## config.mk

```make
export PLATFORM = sky130hd
export DESIGN_NAME = rmw_incdec
export DESIGN_NICKNAME = d
export VERILOG_FILES = /design/src/rtl/rmw_pkg.sv /design/src/rtl/rmw_space_decode.sv /design/src/rtl/rmw_alu.sv /design/src/rtl/rmw_seq.sv /design/src/rtl/rmw_incdec.sv
export SDC_FILE = /design/constraint.sdc
export NUM_CORES = 1
export LEC_CHECK = 0
export BUFFER_PORTS_ARGS = -buffer_cell sky130_fd_sc_hd__buf_4
export CELL_PAD_IN_SITES_DETAIL_PLACEMENT = 1
export CELL_PAD_IN_SITES_GLOBAL_PLACEMENT = 2
export CORE_ASPECT_RATIO = 1.1
export CORE_MARGIN = 2
export CORE_UTILIZATION = 34
export DETAILED_ROUTE_END_ITERATION = 10
export PLACE_DENSITY_LB_ADDON = 0.1
export SETUP_SLACK_MARGIN = 0.15
export SLEW_MARGIN = 20
export SYNTH_ARGS = -nofsm -noshare
export SYNTH_HDL_FRONTEND = slang
export SYNTH_SLANG_ARGS = --single-unit
```

## constraint.sdc

```tcl
create_clock -name clk -period 6.55 [get_ports clk]
set_input_delay 0.655 -clock clk [delete_from_list [all_inputs] [get_ports clk]]
set_output_delay 0.655 -clock clk [all_outputs]
set_load 0.01 [all_outputs]
```

## src/rtl/rmw_pkg.sv

```systemverilog
// Package: shared types and constants for the read-modify-write incrementer.
// Assumes an 8-bit flag byte with the bit layout listed below.
package rmw_pkg;

    // Flag bit positions inside the flag byte
    localparam int FLAG_S = 7;
    localparam int FLAG_Z = 6;
    localparam int FLAG_H = 4;
    localparam int FLAG_X = 3;
    localparam int FLAG_V = 2;
    localparam int FLAG_N = 1;
    localparam int FLAG_C = 0;

    // Sequencer states
    typedef enum logic [2:0] {
        ST_IDLE     = 3'd0,
        ST_READ_LO  = 3'd1,
        ST_READ_HI  = 3'd2,
        ST_WRITE_LO = 3'd3,
        ST_WRITE_HI = 3'd4,
        ST_DONE     = 3'd5
    } rmw_state_t;

    // Memory space encoding on the port
    typedef enum logic [1:0] {
        SPACE_NORMAL = 2'd0,
        SPACE_X      = 2'd1,
        SPACE_Y      = 2'd2
    } space_t;

    // Operation descriptor latched at start
    typedef struct packed {
        logic dec;
        logic word;
        logic only_if_x;
    } rmw_op_t;

endpackage

```

## src/rtl/rmw_space_decode.sv

```systemverilog
// Module: rmw_space_decode
// Turns a selector code into one of the three memory spaces. Register codes
// look at the low three bits, index codes at the low two bits.
// Assumes CODE_W >= 3. Purely combinational.
module rmw_space_decode
    import rmw_pkg::*;
#(
    parameter int CODE_W = 8
) (
    input  logic [CODE_W-1:0] code,
    input  logic              is_index,
    output space_t            space
);

    localparam logic [2:0] REG_X = 3'd4;
    localparam logic [2:0] REG_Y = 3'd5;
    localparam logic [1:0] IDX_X = 2'd0;
    localparam logic [1:0] IDX_Y = 2'd1;

    // Pick the space from the relevant low bits of the code
    always_comb begin
        space = SPACE_NORMAL;
        if (is_index) begin
            if (code[1:0] == IDX_X)      space = SPACE_X;
            else if (code[1:0] == IDX_Y) space = SPACE_Y;
        end else begin
            if (code[2:0] == REG_X)      space = SPACE_X;
            else if (code[2:0] == REG_Y) space = SPACE_Y;
        end
    end

endmodule

```

## src/rtl/rmw_alu.sv

```systemverilog
// Module: rmw_alu
// Adds or subtracts one and produces the new flag byte for the byte and
// word forms. For byte forms only operand[7:0] matters. Combinational.
module rmw_alu
    import rmw_pkg::*;
#(
    parameter int BYTE_W = 8,
    parameter int WORD_W = 2 * BYTE_W
) (
    input  rmw_op_t           op,
    input  logic [WORD_W-1:0] operand,
    input  logic [BYTE_W-1:0] flags_in,
    output logic [WORD_W-1:0] result,
    output logic [BYTE_W-1:0] flags_next
);

    localparam logic [BYTE_W-1:0] B_ONE  = BYTE_W'(1);
    localparam logic [WORD_W-1:0] W_ONE  = WORD_W'(1);
    localparam logic [BYTE_W-1:0] B_MAX  = '1;
    localparam logic [WORD_W-1:0] W_MAX  = '1;
    localparam logic [BYTE_W-1:0] B_PMAX = {1'b0, {(BYTE_W-1){1'b1}}};
    localparam logic [BYTE_W-1:0] B_NMIN = {1'b1, {(BYTE_W-1){1'b0}}};

    logic [BYTE_W-1:0] lo_in;
    logic [BYTE_W-1:0] res_b;
    logic [WORD_W-1:0] res_w;

    // Step both widths in the selected direction
    always_comb begin
        lo_in = operand[BYTE_W-1:0];
        res_b = op.dec ? (lo_in - B_ONE) : (lo_in + B_ONE);
        res_w = op.dec ? (operand - W_ONE) : (operand + W_ONE);
    end

    // Assemble the result and the flags for the selected width
    always_comb begin
        flags_next = flags_in;
        if (op.word) begin
            result             = res_w;
            flags_next[FLAG_S] = res_w[WORD_W-1];
            flags_next[FLAG_Z] = (res_w == '0);
            flags_next[FLAG_X] = op.dec ? (res_w == W_MAX) : (res_w == '0);
            flags_next[FLAG_N] = 1'b0;
            if (op.dec ? (operand == '0) : (operand == W_MAX))
                flags_next[FLAG_V] = 1'b1;
        end else begin
            result             = {{(WORD_W-BYTE_W){1'b0}}, res_b};
            flags_next[FLAG_S] = res_b[BYTE_W-1];
            flags_next[FLAG_Z] = (res_b == '0);
            flags_next[FLAG_H] = (res_b[3:0] == 4'd0);
            flags_next[FLAG_X] = op.dec ? (lo_in == '0) : (lo_in == B_MAX);
            if (op.dec) flags_next[FLAG_N] = 1'b1;
            if (op.dec ? (lo_in == B_NMIN) : (lo_in == B_PMAX))
                flags_next[FLAG_V] = 1'b1;
        end
    end

endmodule

```

## src/rtl/rmw_seq.sv

```systemverilog
// Module: rmw_seq
// Sequencer for the read-modify-write cycle. It accepts start only in IDLE.
// Byte forms skip the high-byte states. A skipped conditional operation goes
// straight to DONE. Synchronous active-low reset.
module rmw_seq
    import rmw_pkg::*;
(
    input  logic       clk,
    input  logic       rst_n,
    input  logic       start,
    input  logic       skip,
    input  logic       word,
    output rmw_state_t state
);

    rmw_state_t state_nx;

    // Next-state selection
    always_comb begin
        state_nx = state;
        unique case (state)
            ST_IDLE:     if (start) state_nx = skip ? ST_DONE : ST_READ_LO;
            ST_READ_LO:  state_nx = word ? ST_READ_HI : ST_WRITE_LO;
            ST_READ_HI:  state_nx = ST_WRITE_LO;
            ST_WRITE_LO: state_nx = word ? ST_WRITE_HI : ST_DONE;
            ST_WRITE_HI: state_nx = ST_DONE;
            ST_DONE:     state_nx = ST_IDLE;
            default:     state_nx = ST_IDLE;
        endcase
    end

    // State register
    always_ff @(posedge clk) begin
        if (!rst_n) state <= ST_IDLE;
        else        state <= state_nx;
    end

endmodule

```

## src/rtl/rmw_incdec.sv

```systemverilog
// Module: rmw_incdec (top)
// Increments or decrements a byte or a little-endian word in one of three
// byte-wide memory spaces through a synchronous memory port. It assumes
// read data arrives one cycle after the address. Operands, space and flags
// are latched when start is taken. flags_out is loaded on the edge that
// enters DONE and is held after that.
module rmw_incdec
    import rmw_pkg::*;
#(
    parameter int ADDR_W = 16,
    parameter int CODE_W = 8
) (
    input  logic              clk,
    input  logic              rst_n,
    input  logic              start,
    input  logic              dec_mode,
    input  logic              word_mode,
    input  logic              only_if_x,
    input  logic              sel_index,
    input  logic [CODE_W-1:0] sel_code,
    input  logic [ADDR_W-1:0] base_addr,
    input  logic [7:0]        flags_in,
    output logic [7:0]        flags_out,
    output logic              done,
    output logic [ADDR_W-1:0] mem_addr,
    output logic [1:0]        mem_space,
    input  logic [7:0]        mem_rdata,
    output logic [7:0]        mem_wdata,
    output logic              mem_we
);

    localparam int BYTE_W = 8;
    localparam int WORD_W = 2 * BYTE_W;
    localparam logic [ADDR_W-1:0] A_ONE = ADDR_W'(1);

    rmw_state_t        state;
    rmw_op_t           op_q;
    rmw_op_t           op_in;
    space_t            space_dec;
    space_t            space_q;
    logic [ADDR_W-1:0] base_q;
    logic [BYTE_W-1:0] flags_q;
    logic [BYTE_W-1:0] lo_q;
    logic [BYTE_W-1:0] hi_q;
    logic [WORD_W-1:0] operand;
    logic [WORD_W-1:0] result;
    logic [BYTE_W-1:0] flags_next;
    logic              accept;
    logic              skip;
    logic              busy;

    // Pack the incoming operation and decide acceptance and skipping
    always_comb begin
        op_in.dec       = dec_mode;
        op_in.word      = word_mode;
        op_in.only_if_x = only_if_x;
        accept          = start && (state == ST_IDLE);
        skip            = !word_mode && only_if_x && !flags_in[FLAG_X];
        busy            = (state != ST_IDLE);
    end

    rmw_space_decode #(.CODE_W(CODE_W)) i_space (
        .code     (sel_code),
        .is_index (sel_index),
        .space    (space_dec)
    );

    rmw_seq i_seq (
        .clk   (clk),
        .rst_n (rst_n),
        .start (start),
        .skip  (skip),
        .word  (word_mode),
        .state (state)
    );

    // Latch the operation context when start is taken
    always_ff @(posedge clk) begin
        if (!rst_n) begin
            op_q    <= '0;
            space_q <= SPACE_NORMAL;
            base_q  <= '0;
            flags_q <= '0;
        end else if (accept) begin
            op_q    <= op_in;
            space_q <= space_dec;
            base_q  <= base_addr;
            flags_q <= flags_in;
        end
    end

    // Capture the low byte (word forms) and the high byte as they come back
    always_ff @(posedge clk) begin
        if (!rst_n) begin
            lo_q <= '0;
            hi_q <= '0;
        end else begin
            if (state == ST_READ_HI)                lo_q <= mem_rdata;
            if (state == ST_WRITE_LO && op_q.word)  hi_q <= mem_rdata;
        end
    end

    // Word forms use the captured bytes; byte forms use the read data live
    always_comb begin
        operand = op_q.word ? {hi_q, lo_q} : {{(WORD_W-BYTE_W){1'b0}}, mem_rdata};
    end

    rmw_alu #(.BYTE_W(BYTE_W), .WORD_W(WORD_W)) i_alu (
        .op         (op_q),
        .operand    (operand),
        .flags_in   (flags_q),
        .result     (result),
        .flags_next (flags_next)
    );

    // Load the result flags on the edge that enters DONE
    always_ff @(posedge clk) begin
        if (!rst_n) begin
            flags_out <= '0;
        end else if (accept && skip) begin
            flags_out <= flags_in;
        end else if ((state == ST_WRITE_LO && !op_q.word) || state == ST_WRITE_HI) begin
            flags_out <= flags_next;
        end
    end

    // Drive the memory port from the current state
    always_comb begin
        mem_space = space_q;
        mem_we    = (state == ST_WRITE_LO) || (state == ST_WRITE_HI);
        mem_addr  = base_q;
        mem_wdata = result[BYTE_W-1:0];
        if (state == ST_READ_HI || state == ST_WRITE_HI) begin
            mem_addr  = base_q + A_ONE;
            mem_wdata = result[WORD_W-1:BYTE_W];
        end
        done = (state == ST_DONE);
    end

endmodule

```

# Word level (Yosys, flattened, before mapping)
# Cells that the tools add are included.
[totals] input_bits=47 ff_bits=53 output_inout_bits=36 wordCells=76
[op_classes] mux=28 addsub=5 reduce_logical=20 eq_ne=14
[op_table] cell="$mux W16" count=4
[op_table] cell="$add A16 B1 Y16 const B" count=2
[op_table] cell="$eq A16 B16 Y1 const B" count=2
[op_table] cell="$logic_not A16 Y1" count=2
[op_table] cell="$mux W8" count=4
[op_table] cell="$eq A8 B8 Y1 const B" count=2
[op_table] cell="$logic_not A8 Y1" count=2
[op_table] cell="$sub A16 B1 Y16 const B" count=1
[op_table] cell="$pmux W3 S5" count=1
[op_table] cell="$eq A3 B3 Y1 const B" count=4
[op_table] cell="$mux W2" count=6
[op_table] cell="$mux W1" count=10
[op_table] cell="$mux W3" count=3
[op_table] cell="$add A8 B1 Y8 const B" count=1
[op_table] cell="$eq A8 B7 Y1 const B" count=1
[op_table] cell="$sub A8 B1 Y8 const B" count=1
[op_table] cell="$eq A3 B2 Y1 const B" count=2
[op_table] cell="$logic_and A1 B1 Y1" count=6
[op_table] cell="$logic_not A4 Y1" count=1
[op_table] cell="$eq A3 B1 Y1 const B" count=1
[op_table] cell="$logic_not A1 Y1" count=3
[op_table] cell="$logic_not A3 Y1" count=1
[op_table] cell="$logic_or A1 B1 Y1" count=3
[op_table] cell="$eq A2 B1 Y1 const B" count=1
[op_table] cell="other kinds (3)" count=3

# Longest topological paths before layout
[depth] depth_word=8 ltp_mapped=15 ltp_nobuf=11

# Cells and area by module
# From an unflattened synthesis, not the netlist that was laid out.
[hier_totals] hier_cells=555 area_unflattened_um2=4403.0
[modules_own_cells] module="rmw_incdec" cells_each=347 area_each_um2=2872.8 seq_area_each_um2=1061.0 instances=1
[modules_own_cells] module="rmw_alu" cells_each=193 area_each_um2=1380.1 seq_area_each_um2=0.0 instances=1
[modules_own_cells] module="rmw_seq" cells_each=12 area_each_um2=128.9 seq_area_each_um2=60.1 instances=1
[modules_own_cells] module="rmw_space_decode" cells_each=3 area_each_um2=21.3 seq_area_each_um2=0.0 instances=1

# Worst setup path after synthesis
# OpenSTA, ideal clock, no wires.
[synth_path] path_type="flip-flop to output port" from="register op_q[1] (netlist name)" to="output port mem_wdata[7]" required_ns=5.895 stages_incl_launch_ff=16 path_slack_ns=2.847 arrival_time_ns=3.048 n_path_buf=5 path_cell_list="dfxtp_1 > buf_6 > buf_2 > clkbuf_1 > clkbuf_1 > clkbuf_1 > and2_1 > ha_1 > nand2_1 > inv_1 > a2111o_1 > o21ai_0 > or3_4 > and2_1 > nand2_1 > mux2i_1"
[synth_via] elab_chain_cells=5 elab_cells_between_ends=9 classes_between="add/sub (4); mux (5)"
[synth_rtl] element="start: declaration" line="rmw_incdec.sv:37" source="rmw_op_t op_q;"
[synth_rtl] element="start signal: assignment" line="rmw_incdec.sv:85" source="op_q <= op_in;"
[synth_rtl] element="$mux W16" line="rmw_incdec.sv:105" source="operand = op_q.word ? {hi_q, lo_q} : {{(WORD_W-BYTE_W){1'b0}}, mem_rdata};"
[synth_rtl] element="$add A16 B1 Y16, or another cell as far along" line="rmw_alu.sv:32" source="res_w = op.dec ? (operand - W_ONE) : (operand + W_ONE);"
[synth_rtl] element="$mux W16 / $mux W8 (equally long branches)" line="rmw_alu.sv:32, rmw_alu.sv:31"
[synth_rtl] element="$mux W16 *" line="rmw_alu.sv:38" source="if (op.word) begin"
[synth_rtl] element="$mux W8 *" line="rmw_incdec.sv:133" source="if (state == ST_READ_HI || state == ST_WRITE_HI) begin"
[synth_rtl] element="end: declaration" line="rmw_incdec.sv:28" source="output logic [7:0] mem_wdata,"
# Every way passes the cells marked *; elsewhere a longest branch is shown, timed or not.

# Worst setup path after layout
[layout_path] from="register op_q[1] (netlist name)" to="output port mem_wdata[5]"
# The elaborated chain is that of the path after synthesis.

==> flow_summary.yaml <==
status:
  status: "finished clean"
timing:
  setup-tns-final_ns: 0
  fin_hold_ws_ns: 0.465
  rsz0062_at_grt: "false"
  final.period_utilization_pct: 72.6
  slew_headroom_pct: 35.4
  hold_viol: 0
  period_minus_slack_ns: 4.75
  slew_viol_final: 0
  clock_skew_ns: 0.0146
  fmax_mhz: 210
  tightest_slew_ns: 0.969
  setup_viol: 0
clock_tree:
  clock_path_buffers: 2
  post_cts_buffers: 0
  cts_tree: "built"
  clock-root-buffer: "clkbuf_16"
  htree_levels: 2
  clkTransAtPathRegs_ns: 0.08
  postCtsHoldBufs: 0
  worst_skew_pair.late_latency_ns: 0.30
  clkSinkCount: 52
  cts_resized: 0
  cts_inserted_buffers: 5
synthesis:
  synthTopCellsByArea: "dfxtp_1 27%, nand2_1 9.0%, a21boi_0 7.0%"
  synth.most_common_cell: "nand2_1"
  syn_area_um2: 3870
  synth_top_area_cell: "dfxtp_1"
  synthArstFlopShare_pct: 0
  synth_cells: 502
  synth_top_cell_area_share_pct: 26.9
  ys_warn_count: 0
  synthAdderAreaFrac_pct: 4.72
  synth_compound_area_share_pct: 23.8
  synthXorXnorAreaFrac_pct: 6.33
  syn_avg_cell_area_um2: 7.71
  synth_nets: 563
  synth_common_cells: "93 x nand2_1, 52 x dfxtp_1, 36 x a21boi_0, 28 x nor2_1, 24 x clkbuf_1"
  ys_seq_area_share_pct: 26.9
  synth-simple-area-share_pct: 27.7
  synth_top_family_by_area: "simple AND/OR/NAND/NOR gates"
  synth_edf_count: 0
  ys.flop_type: "dfxtp_1"
  synth_seq_cells: 52
  synth_cell_types: 70
  muxShareOfSynthArea_pct: 5.75
layout:
  instances_no_fill: 708
  num_antenna_cells: 0
  final_core_util_pct: 42.5
  area_growth_pct: 20.9
  layout.nets: 621
  layout-drive-gt1-share_pct: 20.1
floorplan:
  core_um2: 11000
  die_w_um: 106
  dieArea_um2: 12300
  core.rowCount: 40
  io_pins: 83
  start_util_pct: 35.2
  fp.dieH_um: 116
critical_path:
  worstSetupPathType: "reg -> out"
  endpoint_kind: "primary output"
  cp.required_ns: 5.89
  cp_data_arrival_time_ns: 4.10
  cp_max_fo: 40
  worst_setup_path_start_kind: "flip-flop"
global_route:
  antenna_found_initial: 0
  overflow: 0
  grt_use_total_pct: 20.2
  grt_max_degree: 53
  grt_pass1_wl_um: 19900
  grt_pass1_vias: 3947
power_and_ir_drop:
  power_density_nw_per_um2: 223
  comb_power_share_pct: 39.0
  p_leak_nw: 1.82
  switching_share_pct: 36.8
  power.switching_mw: 0.384
  pwr-share-seq_pct: 35.8
  power_mw: 1.04
  peakVddDrop_mv: 0.0994
  clock_power_share_pct: 25.2
  internal_power_mw: 0.660
flow_run:
  cap_violations: 0
route:
  first_iter_violations: 113
  firstDrtPassIters: 4
  viasPerCell: 5.43
  totalWireLength_um: 12000
  drcViolationCount: 0
  vias: 3846
  wl_per_cell_um: 16.9
  ant_nets: 0
placed_design:
  port_buffers: 77
  gp_congestion: 0.847
  dp.cells: 700
  dp_hpwl_um: 9240
min_path:
  hold_path.class: "reg -> reg"
worst max-delay path, stage by stage, from the launching register on:
cell       delay [ns]
dfxtp_1          0.52
buf_4            0.45
mux2i_1          0.36
inv_1            0.09
ha_1             0.38
o211ai_1         0.22
a2111oi_4        0.35
o21ai_2          0.12
and4_1           0.16
nor4_1           0.70
o22ai_1          0.23
buf_4            0.20
power groups by stage:
stage	Combinational, mW	Sequential (mW)	Clock [mW]
finish	0.407	0.373	0.263
global placement	0.403	0.379	0
global route	0.451	0.378	0.286
detailed placement	0.411	0.381	0
floorplan	0.262	0.372	0
CTS	0.413	0.373	0.272
layer usage:
layer  vias to the layer above  track usage, %  share of wire, %  wire length, um
met5                         -               0                 0                0
met4                         0            5.00              0.95              114
met3                         7            2.59               2.7              318
met2                        55            38.5                51             6140
met1                      1868            23.9                45             5400
li1                       1916               -                 -                -
layout make-up:
| class | instances | area, um2 |
|---|---|---|
| clock buffer | 5 | 125 |
| clock inverter | 3 | 21.3 |
| fill | 1384 | 6330 |
| inverter | 16 | 60.1 |
| multi-input combinational | 404 | 2640 |
| sequential | 52 | 1040 |
| tap | 147 | 184 |
| timing repair buffer | 81 | 608 |
stage by stage:
stage	cell area (um2)	setup WS [ns]
CTS	4680	1.81
global placement	4540	2.22
detailed placement	4540	2.17
finish	4680	1.80
global route	4680	1.52
floorplan	3870	2.85
path summary, 6_finish.rpt:
check | from | endpoint | slack, ns | depth (start not counted)
setup / recovery | op_q[1]$_SDFFE_PN0P_ | mem_wdata[5] | 1.80 | 11
hold / removal | flags_q[0]$_SDFFE_PN0P_ | flags_q[0]$_SDFFE_PN0P_ | 0.47 | 2
setup reg to reg | op_q[1]$_SDFFE_PN0P_ | flags_out[6]$_SDFFE_PN0P_ | 2.48 | 12
hold reg to reg | flags_q[0]$_SDFFE_PN0P_ | flags_q[0]$_SDFFE_PN0P_ | 0.47 | 2
registers in the layout, indices dropped and copies added (netlist names):
register / flops
base_q: 16
hi_q: 8
flags_out: 8
i_seq.state: 3
flags_q: 5
mem_space: 2
op_q: 2
lo_q: 8
layout by cell type (no fill, tap or decap), types with 4 or more instances in the layout:
cell type,netlist,final
mux2i_1,11,11
and3_1,8,8
xor2_1,7,7
a21boi_0,36,36
nand2b_1,4,4
nor3_1,10,10
mux2_2,8,8
nand3_1,18,18
nor2b_1,12,12
dfxtp_1,52,52
clkbuf_16,0,5
nand4_1,12,12
a21oi_1,15,15
and2_1,6,6
xnor2_1,21,21
o21ai_0,20,20
nor4_1,7,7
buf_4,1,81
a22oi_1,4,4
inv_1,13,13
nand2_1,93,93
ha_1,13,13
o211ai_1,7,7
nor2_1,28,28
o22ai_1,7,7
nor3b_1,4,4
logic make-up after synthesis:
logic type	after synthesis
AND/OR/NAND/NOR	217
adder cells (fa/ha/maj)	14
AO/OA/AOI/OAI	125
flip-flops	52
multiplexers	20
XOR/XNOR	28
buffers and inverters	46
(Power assumes the default switching activity.)
